`config.mk`:
```
export PLATFORM = sky130hd
export DESIGN_NAME = tkc_top
export DESIGN_NICKNAME = d
export VERILOG_FILES = /design/src/rtl/tkc_pkg.sv /design/src/rtl/tkc_calendar.sv /design/src/rtl/tkc_alarm.sv /design/src/rtl/tkc_top.sv
export SDC_FILE = /design/constraint.sdc
export NUM_CORES = 1
export LEC_CHECK = 0
export ABC_AREA = 1
export ABC_CLOCK_PERIOD_IN_PS = 7400
export BUFFER_PORTS_ARGS = -buffer_cell sky130_fd_sc_hd__buf_4
export CAP_MARGIN = 15
export CORE_MARGIN = 4
export CORE_UTILIZATION = 40
export DETAILED_ROUTE_END_ITERATION = 16
export MAX_ROUTING_LAYER = met4
export PLACE_DENSITY_LB_ADDON = 0.15
export SYNTH_ARGS = -nofsm -noshare
export SYNTH_HDL_FRONTEND = slang
export SYNTH_SLANG_ARGS = --single-unit
```
`constraint.sdc`:
```
create_clock -name clk -period 7.4 [get_ports clk]
set_clock_uncertainty 0.05 [all_clocks]
set_input_delay 0.37 -clock clk [delete_from_list [all_inputs] [get_ports clk]]
set_output_delay 0.37 -clock clk [all_outputs]
set_load 0.005 [all_outputs]
```
`src/rtl/tkc_pkg.sv`:
```
package tkc_pkg;
  localparam int NFLD     = 7;
  localparam int FI_YEAR  = 0;
  localparam int FI_MON   = 1;
  localparam int FI_DOM   = 2;
  localparam int FI_DOW   = 3;
  localparam int FI_HOUR  = 4;
  localparam int FI_MIN   = 5;
  localparam int FI_SEC   = 6;

  localparam logic [7:0] A_CTRL  = 8'h20;
  localparam logic [7:0] A_INT   = 8'h30;
  localparam logic [7:0] A_ALCTL = 8'h7C;
  localparam int         INT_BIT = 4;

  function automatic logic [4:0] month_len(input logic [3:0] m, input logic leap);
    case (m)
      4'd2:                    return leap ? 5'd29 : 5'd28;
      4'd4, 4'd6, 4'd9, 4'd11: return 5'd30;
      default:                 return 5'd31;
    endcase
  endfunction
endpackage

```
`src/rtl/tkc_calendar.sv`:
```
module tkc_calendar
  import tkc_pkg::*;
#(
  parameter int DW        = 8,
  parameter int YEAR_LAST = 99
) (
  input  logic                     clk,
  input  logic                     rst,
  input  logic                     adv,
  input  logic                     ld_en,
  input  logic [2:0]               ld_idx,
  input  logic [DW-1:0]            ld_val,
  output logic [NFLD-1:0][DW-1:0]  cur,
  output logic [NFLD-1:0][DW-1:0]  nxt
);
  logic sec_w, min_w, hr_w, day_w, mon_w, leap;
  logic [4:0] dlen;

  always_comb begin
    leap  = (cur[FI_YEAR][1:0] == 2'b00) && (cur[FI_YEAR] != '0);
    dlen  = month_len(cur[FI_MON][3:0], leap);
    sec_w = cur[FI_SEC] >= DW'(59);
    min_w = sec_w && (cur[FI_MIN] >= DW'(59));
    hr_w  = min_w && (cur[FI_HOUR] >= DW'(23));
    day_w = hr_w && (cur[FI_DOM] >= DW'(dlen));
    mon_w = day_w && (cur[FI_MON] >= DW'(12));

    nxt = cur;
    nxt[FI_SEC] = sec_w ? '0 : cur[FI_SEC] + DW'(1);
    if (sec_w) nxt[FI_MIN]  = (cur[FI_MIN] >= DW'(59)) ? '0 : cur[FI_MIN] + DW'(1);
    if (min_w) nxt[FI_HOUR] = (cur[FI_HOUR] >= DW'(23)) ? '0 : cur[FI_HOUR] + DW'(1);
    if (hr_w) begin
      nxt[FI_DOM] = (cur[FI_DOM] >= DW'(dlen)) ? DW'(1) : cur[FI_DOM] + DW'(1);
      nxt[FI_DOW] = (cur[FI_DOW] >= DW'(6)) ? '0 : cur[FI_DOW] + DW'(1);
    end
    if (day_w) nxt[FI_MON]  = (cur[FI_MON] >= DW'(12)) ? DW'(1) : cur[FI_MON] + DW'(1);
    if (mon_w) nxt[FI_YEAR] = (cur[FI_YEAR] >= DW'(YEAR_LAST)) ? '0 : cur[FI_YEAR] + DW'(1);
  end

  always_ff @(posedge clk) begin
    if (rst) begin
      cur          <= '0;
      cur[FI_MON]  <= DW'(1);
      cur[FI_DOM]  <= DW'(1);
    end else if (ld_en) begin
      cur[ld_idx]  <= ld_val;
    end else if (adv) begin
      cur          <= nxt;
    end
  end
endmodule

```
`src/rtl/tkc_alarm.sv`:
```
module tkc_alarm
  import tkc_pkg::*;
#(
  parameter int DW = 8
) (
  input  logic                     clk,
  input  logic                     rst,
  input  logic                     adv,
  input  logic [NFLD-1:0][DW-1:0]  nxt,
  input  logic                     al_wr,
  input  logic [2:0]               al_idx,
  input  logic [DW-1:0]            al_val,
  input  logic                     ctl_wr,
  input  logic [NFLD:0]            ctl_val,
  input  logic                     clr,
  output logic [NFLD-1:0][DW-1:0]  al_q,
  output logic [NFLD:0]            ctl_q,
  output logic                     st_q,
  output logic                     irq_q
);
  logic [NFLD-1:0] fld_ok;
  logic            hit, st_n;
  logic [NFLD:0]   ctl_n;

  for (genvar f = 0; f < NFLD; f++) begin : g_cmp
    assign fld_ok[f] = ~ctl_q[f+1] | (nxt[f] == al_q[f]);
  end

  assign hit   = adv & ctl_q[0] & (&fld_ok);
  assign st_n  = hit | (st_q & ~clr);
  assign ctl_n = ctl_wr ? ctl_val : ctl_q;

  always_ff @(posedge clk) begin
    if (al_wr) al_q[al_idx] <= al_val;
    if (rst) begin
      ctl_q <= '0;
      st_q  <= 1'b0;
      irq_q <= 1'b0;
    end else begin
      ctl_q <= ctl_n;
      st_q  <= st_n;
      irq_q <= st_n & ctl_n[0];
    end
  end
endmodule

```
`src/rtl/tkc_top.sv`:
```
module tkc_top
  import tkc_pkg::*;
#(
  parameter int DW        = 8,
  parameter int AW        = 8,
  parameter int YEAR_LAST = 99
) (
  input  logic          clk,
  input  logic          rst,
  input  logic          tick,
  input  logic          wr_en,
  input  logic          rd_en,
  input  logic [AW-1:0] addr,
  input  logic [DW-1:0] wdata,
  output logic [DW-1:0] rd_data,
  output logic          rd_valid,
  output logic          irq
);
  logic [2:0] fidx;
  logic is_t, is_a, is_ctrl, is_int, is_alctl;
  logic stop_q, adv, ld_en, time_wr_req, int_clr;
  logic [NFLD-1:0][DW-1:0] cur, nxt, al_q;
  logic [NFLD:0] alctl;
  logic st_q;
  logic [DW-1:0] rmux;

  assign fidx     = addr[4:2];
  assign is_t     = (addr[AW-1:5] == 3'b010) && (addr[1:0] == 2'b00) && (fidx != 3'd7);
  assign is_a     = (addr[AW-1:5] == 3'b011) && (addr[1:0] == 2'b00) && (fidx != 3'd7);
  assign is_ctrl  = addr == A_CTRL;
  assign is_int   = addr == A_INT;
  assign is_alctl = addr == A_ALCTL;

  assign adv         = tick & ~stop_q;
  assign time_wr_req = wr_en & is_t;
  assign ld_en       = time_wr_req & stop_q;
  assign int_clr     = wr_en & is_int & wdata[INT_BIT];

  always_ff @(posedge clk) begin
    if (rst) stop_q <= 1'b1;
    else if (wr_en && is_ctrl) stop_q <= wdata[0];
  end

  tkc_calendar #(.DW(DW), .YEAR_LAST(YEAR_LAST)) u_cal (
    .clk(clk), .rst(rst), .adv(adv), .ld_en(ld_en), .ld_idx(fidx),
    .ld_val(wdata), .cur(cur), .nxt(nxt)
  );

  tkc_alarm #(.DW(DW)) u_alm (
    .clk(clk), .rst(rst), .adv(adv), .nxt(nxt),
    .al_wr(wr_en & is_a), .al_idx(fidx), .al_val(wdata),
    .ctl_wr(wr_en & is_alctl), .ctl_val(wdata[NFLD:0]), .clr(int_clr),
    .al_q(al_q), .ctl_q(alctl), .st_q(st_q), .irq_q(irq)
  );

  always_comb begin
    rmux = '0;
    if (is_t)          rmux = cur[fidx];
    else if (is_a)     rmux = al_q[fidx];
    else if (is_ctrl)  rmux[0] = stop_q;
    else if (is_int)   rmux[INT_BIT] = st_q;
    else if (is_alctl) rmux[NFLD:0] = alctl;
  end

  always_ff @(posedge clk) begin
    if (rst) begin
      rd_valid <= 1'b0;
      rd_data  <= '0;
    end else begin
      rd_valid <= rd_en;
      if (rd_en) rd_data <= rmux;
    end
  end
endmodule

```
-- After elaboration in Yosys (flattened, before gate mapping)
Index checks and enable logic that the tools add are counted.
- bits of input ports: 21
- bits in registers: 132
- add/subtract/negate cells: 7
- magnitude comparators: 9
- reduce and logical (&&, ||, !) cells: 17
- equal/unequal tests: 18
- bitwise operators: 28
- muxes and demuxes: 33
- operators with widths (operator ; number):
    8-bit two-way mux ; 17
    56-bit bitwise mux ; 2
    56-bit two-way mux ; 2
    8-bit by 1-bit adder with 8-bit output (second input constant) ; 7
    8-bit == test ; 7
    8-bit binary-select mux with 3-bit select ; 2
    8-bit demux with 3-bit select ; 1
    8-bit by 6-bit == test with 1-bit output (second input constant) ; 2
    8-bit by 6-bit >= comparator with 1-bit output (second input constant) ; 2
    16-bit two-way mux ; 1
    1-bit AND ; 11
    1-bit logical AND ; 11
    5-bit one-hot mux with 2 select lines ; 1
    1-bit NOT ; 9
    4-bit by 3-bit == test with 1-bit output (second input constant) ; 2
    4-bit == test (second input constant) ; 2
    8-bit by 7-bit == test with 1-bit output (second input constant) ; 1
    8-bit by 3-bit >= comparator with 1-bit output (second input constant) ; 1
    8-bit by 4-bit >= comparator with 1-bit output (second input constant) ; 1
    8-bit by 5-bit >= comparator with 1-bit output ; 1
    8-bit by 5-bit >= comparator with 1-bit output (second input constant) ; 1
    8-bit by 7-bit >= comparator with 1-bit output (second input constant) ; 1
    1-bit OR ; 8
    8-bit nonzero test ; 1
    other kinds (13) ; 18

-- Logic depth before layout (Yosys ltp)
- depth in word-level cells: 14
- gate-level depth with buffers: 24
- depth with buffers taken out: 24

-- Hierarchy
A second synthesis with hierarchy kept.
- cell total of the unflattened synthesis: 1285
- area total of the unflattened synthesis: 8725.9 um2
- modules (own cells, without submodules) (module ; seq. area each (um2) ; cells an instance ; times used ; area each (um2)):
    tkc_calendar ; 1121.1 ; 622 ; 1 ; 3942.5
    tkc_alarm ; 1881.8 ; 309 ; 1 ; 2992.9
    tkc_top ; 200.2 ; 354 ; 1 ; 1790.5

-- Worst setup path after synthesis
No wires, ideal clock.
- path kind: flip-flop to flip-flop
- start: reg u_cal.cur[8] in the netlist's numbering
- end: reg u_alm.st_q
- cell stages (with the launch flop): 23
- setup slack: 4.566 ns
- library setup time: 0.071 ns
- data arrival time: 2.713 ns
- cell sequence: dfxtp_1 -> inv_1 -> ha_1 -> o21ai_0 -> a21oi_1 -> a21oi_1 -> ha_1 -> inv_1 -> nand2_1 -> nand2_1 -> nand2_1 -> a21oi_2 -> nor2_4 -> buf_2 -> nor2_1 -> nand2_1 -> nand2_1 -> nand2_1 -> nor2_1 -> nand3_1 -> a21oi_1 -> nand3_1 -> a21oi_1
- cells in the longest elaborated chain, start to end: 12
- RTL lines (item ; line ; source):
    start, declared ; tkc_calendar.sv:13 ; output logic [NFLD-1:0][DW-1:0] cur,
    start signal, assigned by index ; tkc_calendar.sv:46 ; cur[ld_idx] <= ld_val;
    start signal, assigned ; tkc_calendar.sv:48 ; cur <= nxt;
    4-bit by 3-bit == test with 1-bit output or 4-bit == test (tied branches) ; tkc_pkg.sv:17 ; case (m)
    4-bit OR reduction ; tkc_pkg.sv:17 ;
    5-bit one-hot mux with 2 select lines ; tkc_pkg.sv:17 ;
    8-bit by 5-bit >= comparator with 1-bit output ; tkc_calendar.sv:25, tkc_calendar.sv:33 ;
    1-bit logical AND ; tkc_calendar.sv:25 ; day_w = hr_w && (cur[FI_DOM] >= DW'(dlen));
    1-bit logical AND ; tkc_calendar.sv:26 ; mon_w = day_w && (cur[FI_MON] >= DW'(12));
    8-bit two-way mux ; tkc_calendar.sv:37 ; if (mon_w) nxt[FI_YEAR] = (cur[FI_YEAR] >= DW'(YEAR_LAST)) ? '0 : cur[FI_YEAR] + DW'(1);
    8-bit == test ; tkc_alarm.sv:26 ; assign fld_ok[f] = ~ctl_q[f+1] | (nxt[f] == al_q[f]);
    1-bit OR ; tkc_alarm.sv:26 ;
    7-bit AND reduction * ; tkc_alarm.sv:29 ; assign hit = adv & ctl_q[0] & (&fld_ok);
    1-bit AND * ; tkc_alarm.sv:29 ;
    1-bit OR * ; tkc_alarm.sv:30 ; assign st_n = hit | (st_q & ~clr);
    end signal, assigned ; tkc_alarm.sv:41 ; st_q <= st_n;
    end, declared ; tkc_alarm.sv:18 ; output logic st_q,
Every way passes the cells marked *; elsewhere a longest branch is shown, timed or not.
A chain may end at the register's enable or synchronous reset.

-- Final worst setup path
- start: reg u_cal.cur[48] in the netlist's numbering
- end: reg u_alm.irq_q
- cells in the longest elaborated chain, start to end: 12
- RTL lines (item ; line ; source):
    8-bit by 6-bit >= comparator with 1-bit output ; tkc_calendar.sv:22 ; sec_w = cur[FI_SEC] >= DW'(59);
    1-bit logical AND ; tkc_calendar.sv:23 ; min_w = sec_w && (cur[FI_MIN] >= DW'(59));
    1-bit logical AND ; tkc_calendar.sv:24 ; hr_w = min_w && (cur[FI_HOUR] >= DW'(23));
    1-bit logical AND ; tkc_calendar.sv:25 ;
    1-bit logical AND ; tkc_calendar.sv:26 ;
    8-bit two-way mux ; tkc_calendar.sv:37 ;
    8-bit == test ; tkc_alarm.sv:26 ;
    1-bit OR ; tkc_alarm.sv:26 ;
    7-bit AND reduction * ; tkc_alarm.sv:29 ;
    1-bit AND * ; tkc_alarm.sv:29 ;
    1-bit OR * ; tkc_alarm.sv:30 ;
    1-bit AND * ; tkc_alarm.sv:42 ; irq_q <= st_n & ctl_n[0];
    end signal, assigned ; tkc_alarm.sv:42 ;
    end, declared ; tkc_alarm.sv:19 ; output logic irq_q
Marked as above.

==> flow_metrics.env <==
export IMPL_synth_simple_area_share_pct=29.8
export IMPL_worstMarginPinSlew_ns=0.923
export IMPL_min_period_ns=4.08
export IMPL_drtAntennaViolNets=0
export IMPL_stdcell_count=1471
export IMPL_cp_end_kind="flip-flop"
export IMPL_grt_pass1_vias=7762
export IMPL_cts_num_sinks=132
export IMPL_drive_gt1_share_pct=7.01
export IMPL_dr_first_iter_drc_count=1045
export IMPL_dp_cells=1437
export IMPL_async_flop_share_pct=0
export IMPL_syn_area_per_cell_um2=7.04
export IMPL_slew_headroom_pct=38.2
export IMPL_intPower_mw=1.31
export IMPL_path_class="flip-flop to flip-flop"
export IMPL_wl_per_cell_um=22.0
export IMPL_tritoncts="done"
export IMPL_switchingPower_uw=413
export IMPL_wl_um=32400
export IMPL_grt_pass1_wl_um=47800
export IMPL_htreeDepth=4
export IMPL_cap_violations=0
export IMPL_hp_start="addr[4]"
export IMPL_place_congestion=1.02
export IMPL_grtUsageMet2_pct=42.5
export IMPL_yosys_warnings=0
export IMPL_grt_ovfl_total=0
export IMPL_numCtsBuffers=17
export IMPL_muxShareOfSynthArea_pct=0
export IMPL_portBuffers=30
export IMPL_vias=8656
export IMPL_yosysSeqAreaShare_pct=39.0
export IMPL_ir_drop_uv=141
export IMPL_synth_xor_area_share_pct=1.81
export IMPL_max_freq_mhz=245
export IMPL_post_cts_resize_count=0
export IMPL_switching_share_pct=24.0
export IMPL_first_pass_iters=6
export IMPL_synth_seq_cells=132
export IMPL_combPwrFrac_pct=5.3
export IMPL_crit_start="u_cal.cur[48]"
export IMPL_hold_path_class="input pin to flip-flop"
export IMPL_grt_max_degree=53
export IMPL_clkTransAtPathRegs_ns=0.06
export IMPL_rsz0062_at_grt="false"
export IMPL_synth_ff_type="dfxtp_1"
export IMPL_die_x_um=151
export IMPL_synth_edff_count=56
export IMPL_grtUsageMet3_pct=6.70
export IMPL_setup_viol=0
export IMPL_design_core_area_um2=20200
export IMPL_netlist_area_um2=8210
export IMPL_holdWs_ns=0.176
export IMPL_worstPathMaxFanout=16
export IMPL_synth_top_family_by_area="simple AND/OR/NAND/NOR gates"
export IMPL_ios=31
export IMPL_syn_num_nets=1201
export IMPL_r2r_start="u_cal.cur[48]"
export IMPL_synth_fa_ha_area_share_pct=2.13
export IMPL_rows=52
export IMPL_most_common_layout_cells="nand2_1 (317), inv_1 (162), nand3_1 (108), nor2_1 (98), dfxtp_1 (76)"
export IMPL_cp_required_ns=7.71
export IMPL_period_share_pct=55.2
export IMPL_postCtsSetupRepairBufs=0
export IMPL_initial_core_util_pct=40.6
export IMPL_use_met1_pct=39.6
export IMPL_syn_inst=1166
export IMPL_die_y_um=151
export IMPL_report_final_slew_viol_count=0
export IMPL_n_fill_cell=2069
export IMPL_hold_buffers=0
export IMPL_synth_compound_area_share_pct=17.9
export IMPL_top_usage_layer="met2"
export IMPL_status="complete, no violations"
export IMPL_final_setup_tns_ns=0
export IMPL_ys_types=47
export IMPL_grt_util_all_layers_pct=29.3
export IMPL_syn2layout_area_growth_pct=12.7
export IMPL_num_nets_final=1221
export IMPL_cp_start_kind="flip-flop"
export IMPL_power_density_nw_per_um2=186
export IMPL_clockRootBuffer="clkbuf_16"
export IMPL_antenna_found_initial=2
export IMPL_seqPwrFrac_pct=44.3
export IMPL_final_common_cell="nand2_1"
export IMPL_leakagePower_nw=3.86
export IMPL_die_area_um2=22900
export IMPL_cts_buffer_depth=2
export IMPL_finalHoldViolCount=0
export IMPL_dp_hpwl_um=23400
export IMPL_insertion_delay_ns=0.42
export IMPL_viasPerCell=5.88
export IMPL_arrival_ns=4.39
export IMPL_drc=0
export IMPL_p_clk_share_pct=50.4
[metal layers]
| layer | wire [um] | up-vias |
|---|---|---|
| li1 | - | 4018 |
| met1 | 13600 | 4053 |
| met2 | 14200 | 489 |
| met3 | 3370 | 96 |
| met4 | 1250 | 0 |
| met5 | 0 | - |
[logic make-up after synthesis]
| kind of cell | Yosys count |
|---|---|
| fa+ha+maj | 14 |
| simple gates | 572 |
| xor+xnor | 17 |
| compound gates | 233 |
| buf+inv | 198 |
| flops | 132 |
[state kept, by name, summed over array words and instances, names as in the netlist]
signal,cells
u_alm.irq_q,1
stop_q,1
rd_data,8
u_alm.ctl_q,8
u_alm.st_q,1
u_cal.cur,56
rd_valid,1
u_alm.al_q,56
[worst max-delay path, stage by stage (launching register included)]
cell	delay (ns)
dfxtp_1	0.42
ha_1	0.23
inv_1	0.05
nand2_1	0.11
nand3_1	0.15
nand2_2	0.30
nand2_1	0.40
nor2_1	0.83
nand2_1	0.38
nand2_1	0.17
nand2_1	0.08
nand2_1	0.06
nand2_1	0.06
nor2_1	0.11
nand3_1	0.16
a21oi_1	0.19
nand3_1	0.12
a21oi_1	0.14
[cell type report]
type                    count  area [um^2]  area share [%]
well taps                 270          338            3.65
clock inverters            14          161            1.74
inverters                 166          623            6.73
diodes                      2         5.00          0.0541
flip-flops and latches    132         3200            34.6
clock buffers              18          429            4.64
multi-input cells         836         4250            45.9
repair buffers             33          248            2.68
[Yosys cell counts, types with 6 or more instances]
cell / number / share of area (%)
dfxtp_1: 76 / 19
nor2_1: 98 / 4.5
clkbuf_1: 22 / 1.0
inv_1: 162 / 7.4
o211ai_1: 9 / 0.82
a21oi_1: 31 / 1.9
nand2_1: 317 / 14
a31oi_1: 40 / 3.0
o22ai_1: 30 / 2.3
buf_2: 6 / 0.37
o221ai_1: 13 / 1.4
ha_1: 14 / 2.1
a221oi_1: 10 / 1.1
edfxtp_1: 56 / 20
nand4_1: 16 / 1.2
nand3_1: 108 / 6.6
xor2_1: 16 / 1.7
nand3b_1: 9 / 0.82
o21ai_0: 68 / 4.1
nor3_1: 7 / 0.43
a211oi_1: 6 / 0.55
[power by group through the flow]
stage               Combinational (mW)  Sequential [mW]  Clock [mW]
finish                          0.0916            0.765       0.869
global route                    0.0955            0.765       0.906
CTS                             0.0891            0.765       0.876
detailed placement              0.0888            0.781           0
global placement                0.0896            0.781           0
floorplan                       0.0388            0.780           0
[final timing paths]
check | slack, ns | to | cells after the start
setup / recovery | 3.32 | u_alm.irq_q | 17
hold / removal | 0.18 | stop_q | 3
setup reg to reg | 3.32 | u_alm.irq_q | 17
hold reg to reg | 0.43 | rd_data[1] | 2
[per-stage QoR]
stage                     utilization (%)  setup WS (ns)  power (mW)  instance area (um^2)
after floorplan                         -           4.57       0.819                  8210
after global placement               42.8           3.42       0.870                  8660
after detailed placement             42.8           3.45       0.870                  8660
after CTS                            45.7           3.40        1.73                  9250
after global routing                 45.7           2.97        1.77                  9250
final                                45.7           3.32        1.73                  9250
Power figures use the tool's default switching activity.
